`src/rtl/dct_pkg.sv`:
```
package dct_pkg;
  typedef enum logic [3:0] {
    C_DES = 4'd0,
    C_NOP = 4'd1,
    C_ACT = 4'd2,
    C_RD  = 4'd3,
    C_WR  = 4'd4,
    C_PRE = 4'd5,
    C_REF = 4'd6,
    C_MRS = 4'd7,
    C_ZQC = 4'd8,
    C_RSV = 4'd9
  } cmd_e;

  localparam int CODE_HI = 16;  // pin that doubles as row strobe
  localparam int CODE_LO = 14;  // pin that doubles as write strobe
  localparam int OPT_BIT = 10;
  localparam int BC_BIT  = 12;
endpackage

```
`src/rtl/dct_decode.sv`:
```
module dct_decode
  import dct_pkg::*;
(
  input  logic       cs_n,
  input  logic       act_n,
  input  logic [2:0] code,
  input  logic       a10,
  input  logic       a12,
  output cmd_e       kind,
  output logic       opt_a10,
  output logic       opt_bc
);
  always_comb begin
    kind    = C_DES;
    opt_a10 = 1'b0;
    opt_bc  = 1'b0;
    if (!cs_n) begin
      if (!act_n) begin
        kind = C_ACT;
      end else begin
        unique case (code)
          3'b111: kind = C_NOP;
          3'b110: kind = C_ZQC;
          3'b101: kind = C_RD;
          3'b100: kind = C_WR;
          3'b011: kind = C_RSV;
          3'b010: kind = C_PRE;
          3'b001: kind = C_REF;
          default: kind = C_MRS;
        endcase
        if (kind inside {C_RD, C_WR, C_PRE, C_ZQC}) opt_a10 = a10;
        if (kind inside {C_RD, C_WR}) opt_bc = a12;
      end
    end
  end
endmodule

```
`src/rtl/dct_bank_table.sv`:
```
module dct_bank_table #(
  parameter int BANK_W = 4,
  parameter int ROW_W  = 18
) (
  input  logic              clk,
  input  logic              rst,
  input  logic              act_we,
  input  logic              clr_one,
  input  logic              clr_all,
  input  logic [BANK_W-1:0] bank,
  input  logic [ROW_W-1:0]  row_in,
  output logic [ROW_W-1:0]  row_out,
  output logic [(1<<BANK_W)-1:0] open_vec
);
  localparam int NBANK = 1 << BANK_W;

  logic [ROW_W-1:0] rows [NBANK];

  always_ff @(posedge clk) begin
    if (act_we) rows[bank] <= row_in;
  end

  assign row_out = rows[bank];

  always_ff @(posedge clk) begin
    if (rst) begin
      open_vec <= '0;
    end else if (clr_all) begin
      open_vec <= '0;
    end else if (act_we) begin
      open_vec[bank] <= 1'b1;
    end else if (clr_one) begin
      open_vec[bank] <= 1'b0;
    end
  end


  open_set_chk: assert property (@(posedge clk) disable iff (rst)
    act_we |=> open_vec[$past(bank)]);


  close_all_chk: assert property (@(posedge clk) disable iff (rst)
    clr_all |=> (open_vec == '0));
endmodule

```
`src/rtl/dram_cmd_tracker.sv`:
```
module dram_cmd_tracker
  import dct_pkg::*;
#(
  parameter int BG_W  = 2,
  parameter int BA_W  = 2,
  parameter int ROW_W = 18,
  parameter int COL_W = 10
) (
  input  logic                       clk,
  input  logic                       rst,
  input  logic                       cs_n,
  input  logic                       act_n,
  input  logic [BG_W-1:0]            bg,
  input  logic [BA_W-1:0]            ba,
  input  logic [ROW_W-1:0]           addr,
  output logic [3:0]                 cmd_type,
  output logic [BG_W+BA_W-1:0]       cmd_bank,
  output logic [ROW_W-1:0]           cmd_row,
  output logic [COL_W-1:0]           cmd_col,
  output logic                       opt_a10,
  output logic                       opt_bc,
  output logic                       err_pulse,
  output logic [3:0]                 err_type,
  output logic [(1<<(BG_W+BA_W))-1:0] bank_open
);
  localparam int BANK_W = BG_W + BA_W;
  localparam int MR_W   = 3;
  localparam logic [MR_W-1:0] MR_BAD = '1;

  cmd_e              kind;
  logic              d_a10, d_bc;
  logic [BANK_W-1:0] bank_w;
  logic [ROW_W-1:0]  stored_row;
  logic              is_open, err, act_we, clr_one, clr_all;
  logic [BANK_W-1:0] n_bank;
  logic [ROW_W-1:0]  n_row;
  logic [COL_W-1:0]  n_col;

  assign bank_w = {bg, ba};

  dct_decode u_dec (
    .cs_n    (cs_n),
    .act_n   (act_n),
    .code    (addr[CODE_HI:CODE_LO]),
    .a10     (addr[OPT_BIT]),
    .a12     (addr[BC_BIT]),
    .kind    (kind),
    .opt_a10 (d_a10),
    .opt_bc  (d_bc)
  );

  dct_bank_table #(.BANK_W(BANK_W), .ROW_W(ROW_W)) u_tab (
    .clk      (clk),
    .rst      (rst),
    .act_we   (act_we),
    .clr_one  (clr_one),
    .clr_all  (clr_all),
    .bank     (bank_w),
    .row_in   (addr),
    .row_out  (stored_row),
    .open_vec (bank_open)
  );

  always_comb begin
    is_open = bank_open[bank_w];
    err = (kind == C_RSV)
        || ((kind inside {C_RD, C_WR}) && !is_open)
        || ((kind == C_ACT) && is_open)
        || ((kind == C_MRS) && (bank_w[MR_W-1:0] == MR_BAD));
    act_we  = (kind == C_ACT) && !is_open;
    clr_all = (kind == C_PRE) && d_a10;
    clr_one = ((kind == C_PRE) && !d_a10)
            || ((kind inside {C_RD, C_WR}) && d_a10 && is_open);

    n_bank = '0;
    n_row  = '0;
    n_col  = '0;
    unique case (kind)
      C_ACT: begin n_bank = bank_w; n_row = addr; end
      C_RD, C_WR: begin
        n_bank = bank_w;
        n_col  = addr[COL_W-1:0];
        n_row  = is_open ? stored_row : '0;
      end
      C_PRE: n_bank = d_a10 ? '0 : bank_w;
      C_MRS: begin
        n_bank = {{(BANK_W-MR_W){1'b0}}, bank_w[MR_W-1:0]};
        n_row  = addr;
      end
      default: ;
    endcase
  end

  always_ff @(posedge clk) begin
    if (rst) begin
      cmd_type  <= C_DES;
      cmd_bank  <= '0;
      cmd_row   <= '0;
      cmd_col   <= '0;
      opt_a10   <= 1'b0;
      opt_bc    <= 1'b0;
      err_pulse <= 1'b0;
      err_type  <= C_DES;
    end else begin
      cmd_type  <= kind;
      cmd_bank  <= n_bank;
      cmd_row   <= n_row;
      cmd_col   <= n_col;
      opt_a10   <= d_a10;
      opt_bc    <= d_bc;
      err_pulse <= err;
      err_type  <= err ? kind : C_DES;
    end
  end


  desel_quiet_chk: assert property (@(posedge clk) disable iff (rst)
    cs_n |=> (cmd_type == C_DES && !err_pulse && $stable(bank_open)));


  act_open_err_chk: assert property (@(posedge clk) disable iff (rst)
    (!cs_n && !act_n && bank_open[bank_w]) |=> (err_pulse && err_type == C_ACT));


  ap_close_chk: assert property (@(posedge clk) disable iff (rst)
    (!cs_n && act_n && addr[CODE_HI:CODE_LO+1] == 2'b10 && addr[OPT_BIT]
     && bank_open[bank_w]) |=> !bank_open[$past(bank_w)]);


  err_kind_chk: assert property (@(posedge clk) disable iff (rst)
    err_pulse |-> (err_type == cmd_type));
endmodule

```
`config.mk`:
```
export PLATFORM = sky130hd
export DESIGN_NAME = dram_cmd_tracker
export DESIGN_NICKNAME = d
export VERILOG_FILES = /design/src/rtl/dct_pkg.sv /design/src/rtl/dct_decode.sv /design/src/rtl/dct_bank_table.sv /design/src/rtl/dram_cmd_tracker.sv
export SDC_FILE = /design/constraint.sdc
export NUM_CORES = 1
export LEC_CHECK = 0
export BUFFER_PORTS_ARGS = -buffer_cell sky130_fd_sc_hd__buf_2
export CELL_PAD_IN_SITES_DETAIL_PLACEMENT = 1
export CELL_PAD_IN_SITES_GLOBAL_PLACEMENT = 2
export CORE_MARGIN = 1.5
export CORE_UTILIZATION = 50
export DETAILED_ROUTE_END_ITERATION = 7
export PLACE_DENSITY_LB_ADDON = 0.25
export SLEW_MARGIN = 20
export SYNTH_ARGS = -nofsm -noshare
export SYNTH_HDL_FRONTEND = slang
export SYNTH_HIERARCHICAL = 1
export SYNTH_SLANG_ARGS = --single-unit
```
`constraint.sdc`:
```
create_clock -name clk -period 4.9 [get_ports clk]
set_clock_uncertainty 0.2 [all_clocks]
set_input_delay 0.98 -clock clk [delete_from_list [all_inputs] [get_ports clk]]
set_output_delay 0.98 -clock clk [all_outputs]
set_load 0.05 [all_outputs]
```
==> impl_metrics.csv, run 1 <==
group,metric,value,unit
floorplanning,dieArea,27600,um2
sta,fin_crit,3.716,ns
placement,place_ws,0.6028,ns
finish,nFillCells,2310,
clock_network,hold_buffers,0,
routing,drc,0,
logic_synthesis,synth_area,13310,um2
logic_synthesis,syn_area_per_cell,18.77,um2
setup_path,cp-end-kind,"register",
placement,gp_congestion,0.8430,
finish,areaGrowthSynthToFinish,15.41,%
routing,via_per_inst,5.919,
logic_synthesis,synth_largest_area_cell,"edfxtp_1",
routing,vias,6996,
sta,fin_crit_sh,75.83,%
logic_synthesis,synth_flop_cell,"edfxtp_1",
logic_synthesis,synth_top_area_share,65.00,%
logic_synthesis,synth_async_sr_flop_share,0,%
setup_path,path_class,"in -> reg",
floorplanning,die_y,166.1,um
clock_network,cts_tree,"yes",
power,comb_power_share,5.7,%
job,maxCapViolations,0,
placement,dp_hpwl,19.33,mm
power,clockPowerShare,43.6,%
logic_synthesis,synth-seq-cells,347,
finish,seq_area,9829,um2
min_path,hold_path_depth,2,
logic_synthesis,synth_cell_types,50,
routing,wl,31.07,mm
sta,finalSetupViolations,0,
power,ir_drop,0.2531,mV
setup_path,start_kind,"input pin",
floorplanning,die_w,166.1,um
routing,wl_per_cell,26.28,um
clock_network,cts_buffers,36,
logic_synthesis,synthTopCellsByArea,"edfxtp_1 (65%), mux4_2 (9.5%), dfxtp_1 (8.9%)",
setup_path,path_cells,"buf_2 -> nor2b_2 -> o21a_1 -> nor2_1 -> nand2b_1 -> nor4b_1 -> nor3b_1 -> nand2_1 -> inv_1 -> buf_4",
global_routing,grt_max_degree,47,
clock_network,cts_buffer_depth,3,
logic_synthesis,syn_inst,709,
setup_path,crit_buf_inv,3,
clock_network,clock-sinks,347,
sta,fmax,269.1,MHz
logic_synthesis,yosysWarnings,6,
sta,tns,0,ns
clock_network,htreeDepth,2,
floorplanning,initial_core_util,51.06,%
global_routing,grt_pass1_vias,7580,
sta,hold_viol,0,
finish,final_util,58.93,%
global_routing,antenna_found_initial,0,
sta,fin_ws,1.184,ns
setup_path,reg2regPathDepth,8,
power,p_leak,5.510,nW
setup_path,arrival,3.69,ns
min_path,hp-class,"reg -> reg",
setup_path,slowest_delay,0.50,ns
floorplanning,core_area,26060,um2
placement,port_buffers,84,
global_routing,gr-total-overflow,0,
logic_synthesis,synth_edf_count,288,
clock_network,cts_root_buf,"clkbuf_16",
sta,worst_hold_slack,0.3098,ns
logic_synthesis,synth.most_common_cell,"edfxtp_1",
sta,tightest_slew,1.090,ns
clock_network,clkLatencyLatePin,0.51,ns
clock_network,cts_resized,0,
logic_synthesis,synth_fp_nets,735,
power,p_int,0.005055,W
sta,max_slew_margin,27.02,%
routing,drt_pass1_iterations,4,
floorplanning,row_count,59,
logic_synthesis,ys_seq_area_share,73.88,%
setup_path,crit_cells,10,
power,switchingPower,0.001338,W
routing,drtAntennaViolNets,0,
clock_network,path_clk_slew,0.06,ns
logic_synthesis,synthTopCellsByCount,"edfxtp_1 (288), dfxtp_1 (59), mux4_2 (56), a22oi_1 (39), nand2_1 (39)",
setup_path,cp_top_family,"simple AND/OR/NAND/NOR gates",
finish,drive_above_1_share,28.69,%
setup_path,worst_path_max_delay_cell,"nor4b_1",
finish,nets,845,
routing,drt_iter0_markers,548,
floorplanning,io_pins,85,
global_routing,grt_pass1_wl,47.40,mm
power,cellPowerDensity,416.3,nW/um2
finish,diodes,0,
sta,rsz0062_at_grt,"no",
status,status,"complete, no violations",
setup_path,crit_required,4.88,ns
global_routing,grt_usage,23.17,%
finish,multi_input_comb_area,3158,um2
clock_network,cts_setup_buffers,0,
setup_path,cp_max_fo,22,
power,swShare,20.93,%
power,p_seq_share,50.7,%
sta,slew_viol_final,0,
==> routing by layer <==
metal,share of wire (%),wire (um),global-route usage [%],vias to the layer above
met4,2.5,787,7.325,0
met2,52,16170,40.87,225
met1,40,12480,29.20,3650
met3,5.2,1622,4.171,53
li1,-,-,-,3068
met5,0,0,0,-
==> per-stage QoR <==
step	cells	power (W)	area, um2
after floorplan	709	0.003537	13310
after global placement	1116	0.003658	14120
after detailed placement	1116	0.003672	14120
after CTS	1182	0.006450	15360
after global routing	1182	0.006574	15360
final	1182	0.006393	15360
==> area by class of cell <==
class | count | area share, %
inverters | 23 | 0.5622
clock buffers | 52 | 6.795
repair buffers | 111 | 4.090
flip-flops and latches | 347 | 64.01
multi-input cells | 300 | 20.57
clock inverters | 14 | 1.247
well taps | 335 | 2.730
==> worst register-to-register path, delay by kind of cell (launching register included) <==
kind            cells  cell delay [ns]
compound gates      2             0.46
buf+inv             2             0.39
flops               1             0.34
mux                 1             0.20
simple gates        3             1.09
==> cells by family (layout without fill, tap and decap cells) <==
kind of cell | count (synthesis) | count (layout) | share of synthesized area (%)
buffers and inverters | 62 | 200 | 2.482
AO/OA/AOI/OAI | 107 | 107 | 5.840
multiplexers | 82 | 82 | 13.39
AND/OR/NAND/NOR | 110 | 110 | 4.345
flip-flops | 347 | 347 | 73.88
XOR/XNOR | 1 | 1 | 0.06584
==> path summary, 6_finish.rpt <==
check	start	end	slack, ns
worst max register to register	register	u_tab/rows[8][13]	1.88
worst max-delay path	addr[16]	u_tab/rows[8][13]	1.18
worst min register to register	register	register	0.31
worst min-delay path	register	register	0.31
==> power groups by stage <==
stage	clock network, W	logic (W)	registers [W]
floorplan	0	0.000186	0.00335
global placement	0	0.000356	0.00330
detailed placement	0	0.000366	0.00331
CTS	0.00284	0.000368	0.00324
global route	0.00294	0.000389	0.00325
finish	0.00279	0.000362	0.00324
==> sequential cells by signal (all words and copies together), names as in the netlist, named ones only <==
signal      count
u_tab/rows    288
cmd_row        18
cmd_col        10
cmd_bank        4
cmd_type        4
err_type        4
err_pulse       1
opt_a10         1
opt_bc          1
==> cells in the final DEF (no fill, tap or decap), types with 10 or more instances in the layout <==
cell,netlist,layout
a21oi_1,20,20
a22o_1,13,13
a22oi_1,39,39
and2_1,11,11
buf_2,7,82
buf_4,3,29
clkbuf_1,18,10
clkbuf_16,0,38
dfxtp_1,59,59
edfxtp_1,288,288
inv_1,23,23
mux2i_1,10,10
mux4_1,16,16
mux4_2,56,56
nand2_1,39,39
nor2_1,14,13
o21ai_0,17,17
Power figures use the tool's default switching activity.
==> inputs of run 2 (changes only) <==
ABC_AREA = 1   (was default)
CORE_UTILIZATION = 35   (was 50)
clock period = 3.4 ns   (was 4.9 ns; I/O delays follow)
==> run 2 against run 1 <==
Effect of this change:
- global-route usage down 3.2 points
- utilization is 17 points lower
- cell count grew 84%
- non-clock buffer count is 18 higher
- clock-buffer cell count shrank 1
==> impl_metrics.csv, run 2 <==
group,metric,value,unit
status,status,"complete, no violations",
clock_network,cts_tree,"yes",
finish,seq_area,9829,um2
sta,rsz0062_at_grt,"no",
sta,max_slew_margin,45.57,%
floorplanning,die_w,208.2,um
routing,drt_pass1_iterations,5,
placement,dpl_cell_area,15980,um2
placement,port_buffers,84,
logic_synthesis,syn_inst,1515,
logic_synthesis,ys_seq_area_share,66.72,%
logic_synthesis,synth_edf_count,288,
routing,drtAntennaViolNets,0,
finish,nFillCells,4617,
finish,nets,1641,
job,maxCapViolations,0,
logic_synthesis,synth.most_common_cell,"nand2_1",
logic_synthesis,synth_cell_types,31,
logic_synthesis,synth_fp_nets,1541,
routing,vias,10400,
min_path,hold_start,"cs_n",
global_routing,grt_max_degree,67,
global_routing,grt_pass1_vias,10750,
sta,fin_crit,2.619,ns
sta,finalSetupViolations,0,
sta,fin_crit_sh,77.03,%
routing,wl_per_cell,19.49,um
logic_synthesis,yosysWarnings,6,
finish,drive_above_1_share,14.24,%
setup_path,start_kind,"input pin",
logic_synthesis,synth_async_sr_flop_share,0,%
power,p_leak,7.472,nW
placement,dp_hpwl,27.14,mm
setup_path,arrival,2.61,ns
global_routing,grt_usage,19.94,%
logic_synthesis,synth-seq-cells,347,
logic_synthesis,synth_flop_cell,"edfxtp_1",
clock_network,path_clk_slew,0.06,ns
min_path,hold_path_depth,4,
sta,slew_viol_final,0,
setup_path,slowest_delay,0.30,ns
logic_synthesis,synth_top_area_share,58.71,%
setup_path,cp_max_fo,18,
power,cellPowerDensity,546.7,nW/um2
clock_network,cts_buffer_depth,3,
clock_network,cts_setup_buffers,0,
finish,fin_area,17180,um2
setup_path,worst_path_max_delay_cell,"buf_4",
routing,via_per_inst,4.780,
floorplanning,core_area,41200,um2
sta,tns,0,ns
setup_path,reg2regPathDepth,11,
setup_path,cp-end-kind,"register",
clock_network,htreeDepth,2,
setup_path,path_cells,"buf_2 -> inv_2 -> a21oi_1 -> nor2_1 -> inv_1 -> nand3_2 -> nor3_1 -> buf_4 -> nand3_1 -> inv_1 -> buf_4",
clock_network,clkLatencyLatePin,0.54,ns
finish,diodes,0,
finish,final_cell_mix,"nand2_1 (840), edfxtp_1 (288), inv_1 (91), buf_2 (83), dfxtp_1 (59)",
logic_synthesis,synthTopCellsByArea,"edfxtp_1 (59%), nand2_1 (21%), dfxtp_1 (8.0%)",
sta,tightest_slew,0.8165,ns
clock_network,clock-sinks,347,
finish,areaGrowthSynthToFinish,16.60,%
floorplanning,dieArea,43330,um2
logic_synthesis,synthTopCellsByCount,"nand2_1 (840), edfxtp_1 (288), inv_1 (91), dfxtp_1 (59), nand3_1 (50)",
global_routing,antenna_found_initial,0,
logic_synthesis,synth_area,14730,um2
global_routing,gr-total-overflow,0,
finish,layout_commonest_cell,"nand2_1",
finish,top_regs,"u_tab/rows: 288 flops, cmd_row: 18 flops, cmd_col: 10 flops",
floorplanning,initial_core_util,35.75,%
sta,hold_viol,0,
sta,fmax,381.8,MHz
min_path,hold_path_end,"opt_bc",
logic_synthesis,synth_largest_area_cell,"edfxtp_1",
min_path,hp-class,"in -> reg",
logic_synthesis,syn_area_per_cell,9.724,um2
floorplanning,io_pins,85,
setup_path,timing.rr.end,"u_tab/rows[3][14]",
floorplanning,die_y,208.2,um
setup_path,path_class,"in -> reg",
setup_path,crit_required,3.39,ns
routing,wl,42.40,mm
finish,multi_input_comb_area,4165,um2
clock_network,cts_resized,0,
routing,drc,0,
placement,gp_congestion,0.7937,
finish,largest_register_ffs,288,
clock_network,cts_root_buf,"clkbuf_16",
global_routing,grt_pass1_wl,65.25,mm
finish,largest_register,"u_tab/rows",
floorplanning,row_count,74,
clock_network,hold_buffers,0,
routing,drt_iter0_markers,537,
clock_network,cts_buffers,39,
setup_path,worst-r2r-setup-slack,1.10,ns
power,ir_drop,0.4347,mV
==> run 2: cell types whose count changed in the layout (fill, tap and decap cells not counted), sizes merged, moves of 19 or more <==
cell	change
a22oi	-40
a22o	-19
mux4	-72
nand2	+804
nand3	+60
inv	+75
nor2	+26
==> run 2: layout make-up <==
type,count,area share [%]
Inverter,99,2.251
Timing Repair Buffer,129,5.449
Tap cell,532,3.875
Multi-Input combinational cell,999,24.25
Clock buffer,51,6.002
Clock inverter,18,0.9470
Sequential cell,347,57.23
==> run 2: critical path, delay by kind of cell <==
kind | cells | cell delay (ns)
buffers and inverters | 6 | 1.12
AND/OR/NAND/NOR | 4 | 0.60
AO/OA/AOI/OAI | 1 | 0.18
==> run 2: worst max path at each step <==
stage	from	to	slack [ns]	depth (start not counted)
6_report	addr[14]	u_tab/rows[3][14]	0.78	11
3_5_place_dp	addr[14]	u_tab/rows[3][0]	0.24	11
3_3_place_gp	addr[14]	u_tab/rows[3][2]	0.32	11
4_1_cts	addr[14]	u_tab/rows[3][5]	0.79	11
2_1_floorplan	addr[14]	u_tab/rows[1][0]	0.25	10
5_1_grt	addr[14]	u_tab/rows[3][5]	0.64	11
==> run 2: logic make-up (layout without fill, tap and decap cells) <==
family / after synthesis / count (layout) / share of synthesized area (%)
AO/OA/AOI/OAI: 44 / 44 / 2.123
buffers and inverters: 169 / 297 / 5.019
flip-flops: 347 / 347 / 66.72
AND/OR/NAND/NOR: 955 / 955 / 26.13
==> run 2: metrics by stage <==
| stage | hold slack (ns) | utilization [%] | instances | total power, W | setup slack, ns |
|---|---|---|---|---|---|
| 5_1_grt | 0.2939 | 41.69 | 2175 | 0.009731 | 0.6437 |
| 2_1_floorplan | 0.4909 | - | 1515 | 0.005170 | 0.2490 |
| 6_report | 0.2530 | 41.69 | 2175 | 0.009391 | 0.7810 |
| 4_1_cts | 0.2307 | 41.69 | 2175 | 0.009511 | 0.7868 |
| 3_5_place_dp | 0.2882 | 38.79 | 2106 | 0.005469 | 0.2396 |
| 3_3_place_gp | 0.2883 | 38.79 | 2106 | 0.005461 | 0.3239 |
==> run 2: power breakdown <==
part / switching, W / internal [W]
combinational: 0.000549 / 0.000168
sequential: 0.0000113 / 0.00464
clock: 0.00166 / 0.00236
total: 0.00222 / 0.00717
==> run 2: layer usage <==
metal / vias to the layer above / routed length, um / part of all wire, % / GRT usage (%)
met5: - / 0 / 0 / 0
met3: 46 / 1550 / 3.7 / 3.019
met4: 0 / 641 / 1.5 / 4.405
li1: 5046 / - / - / -
met2: 171 / 19560 / 46 / 32.24
met1: 5133 / 20650 / 49 / 28.34
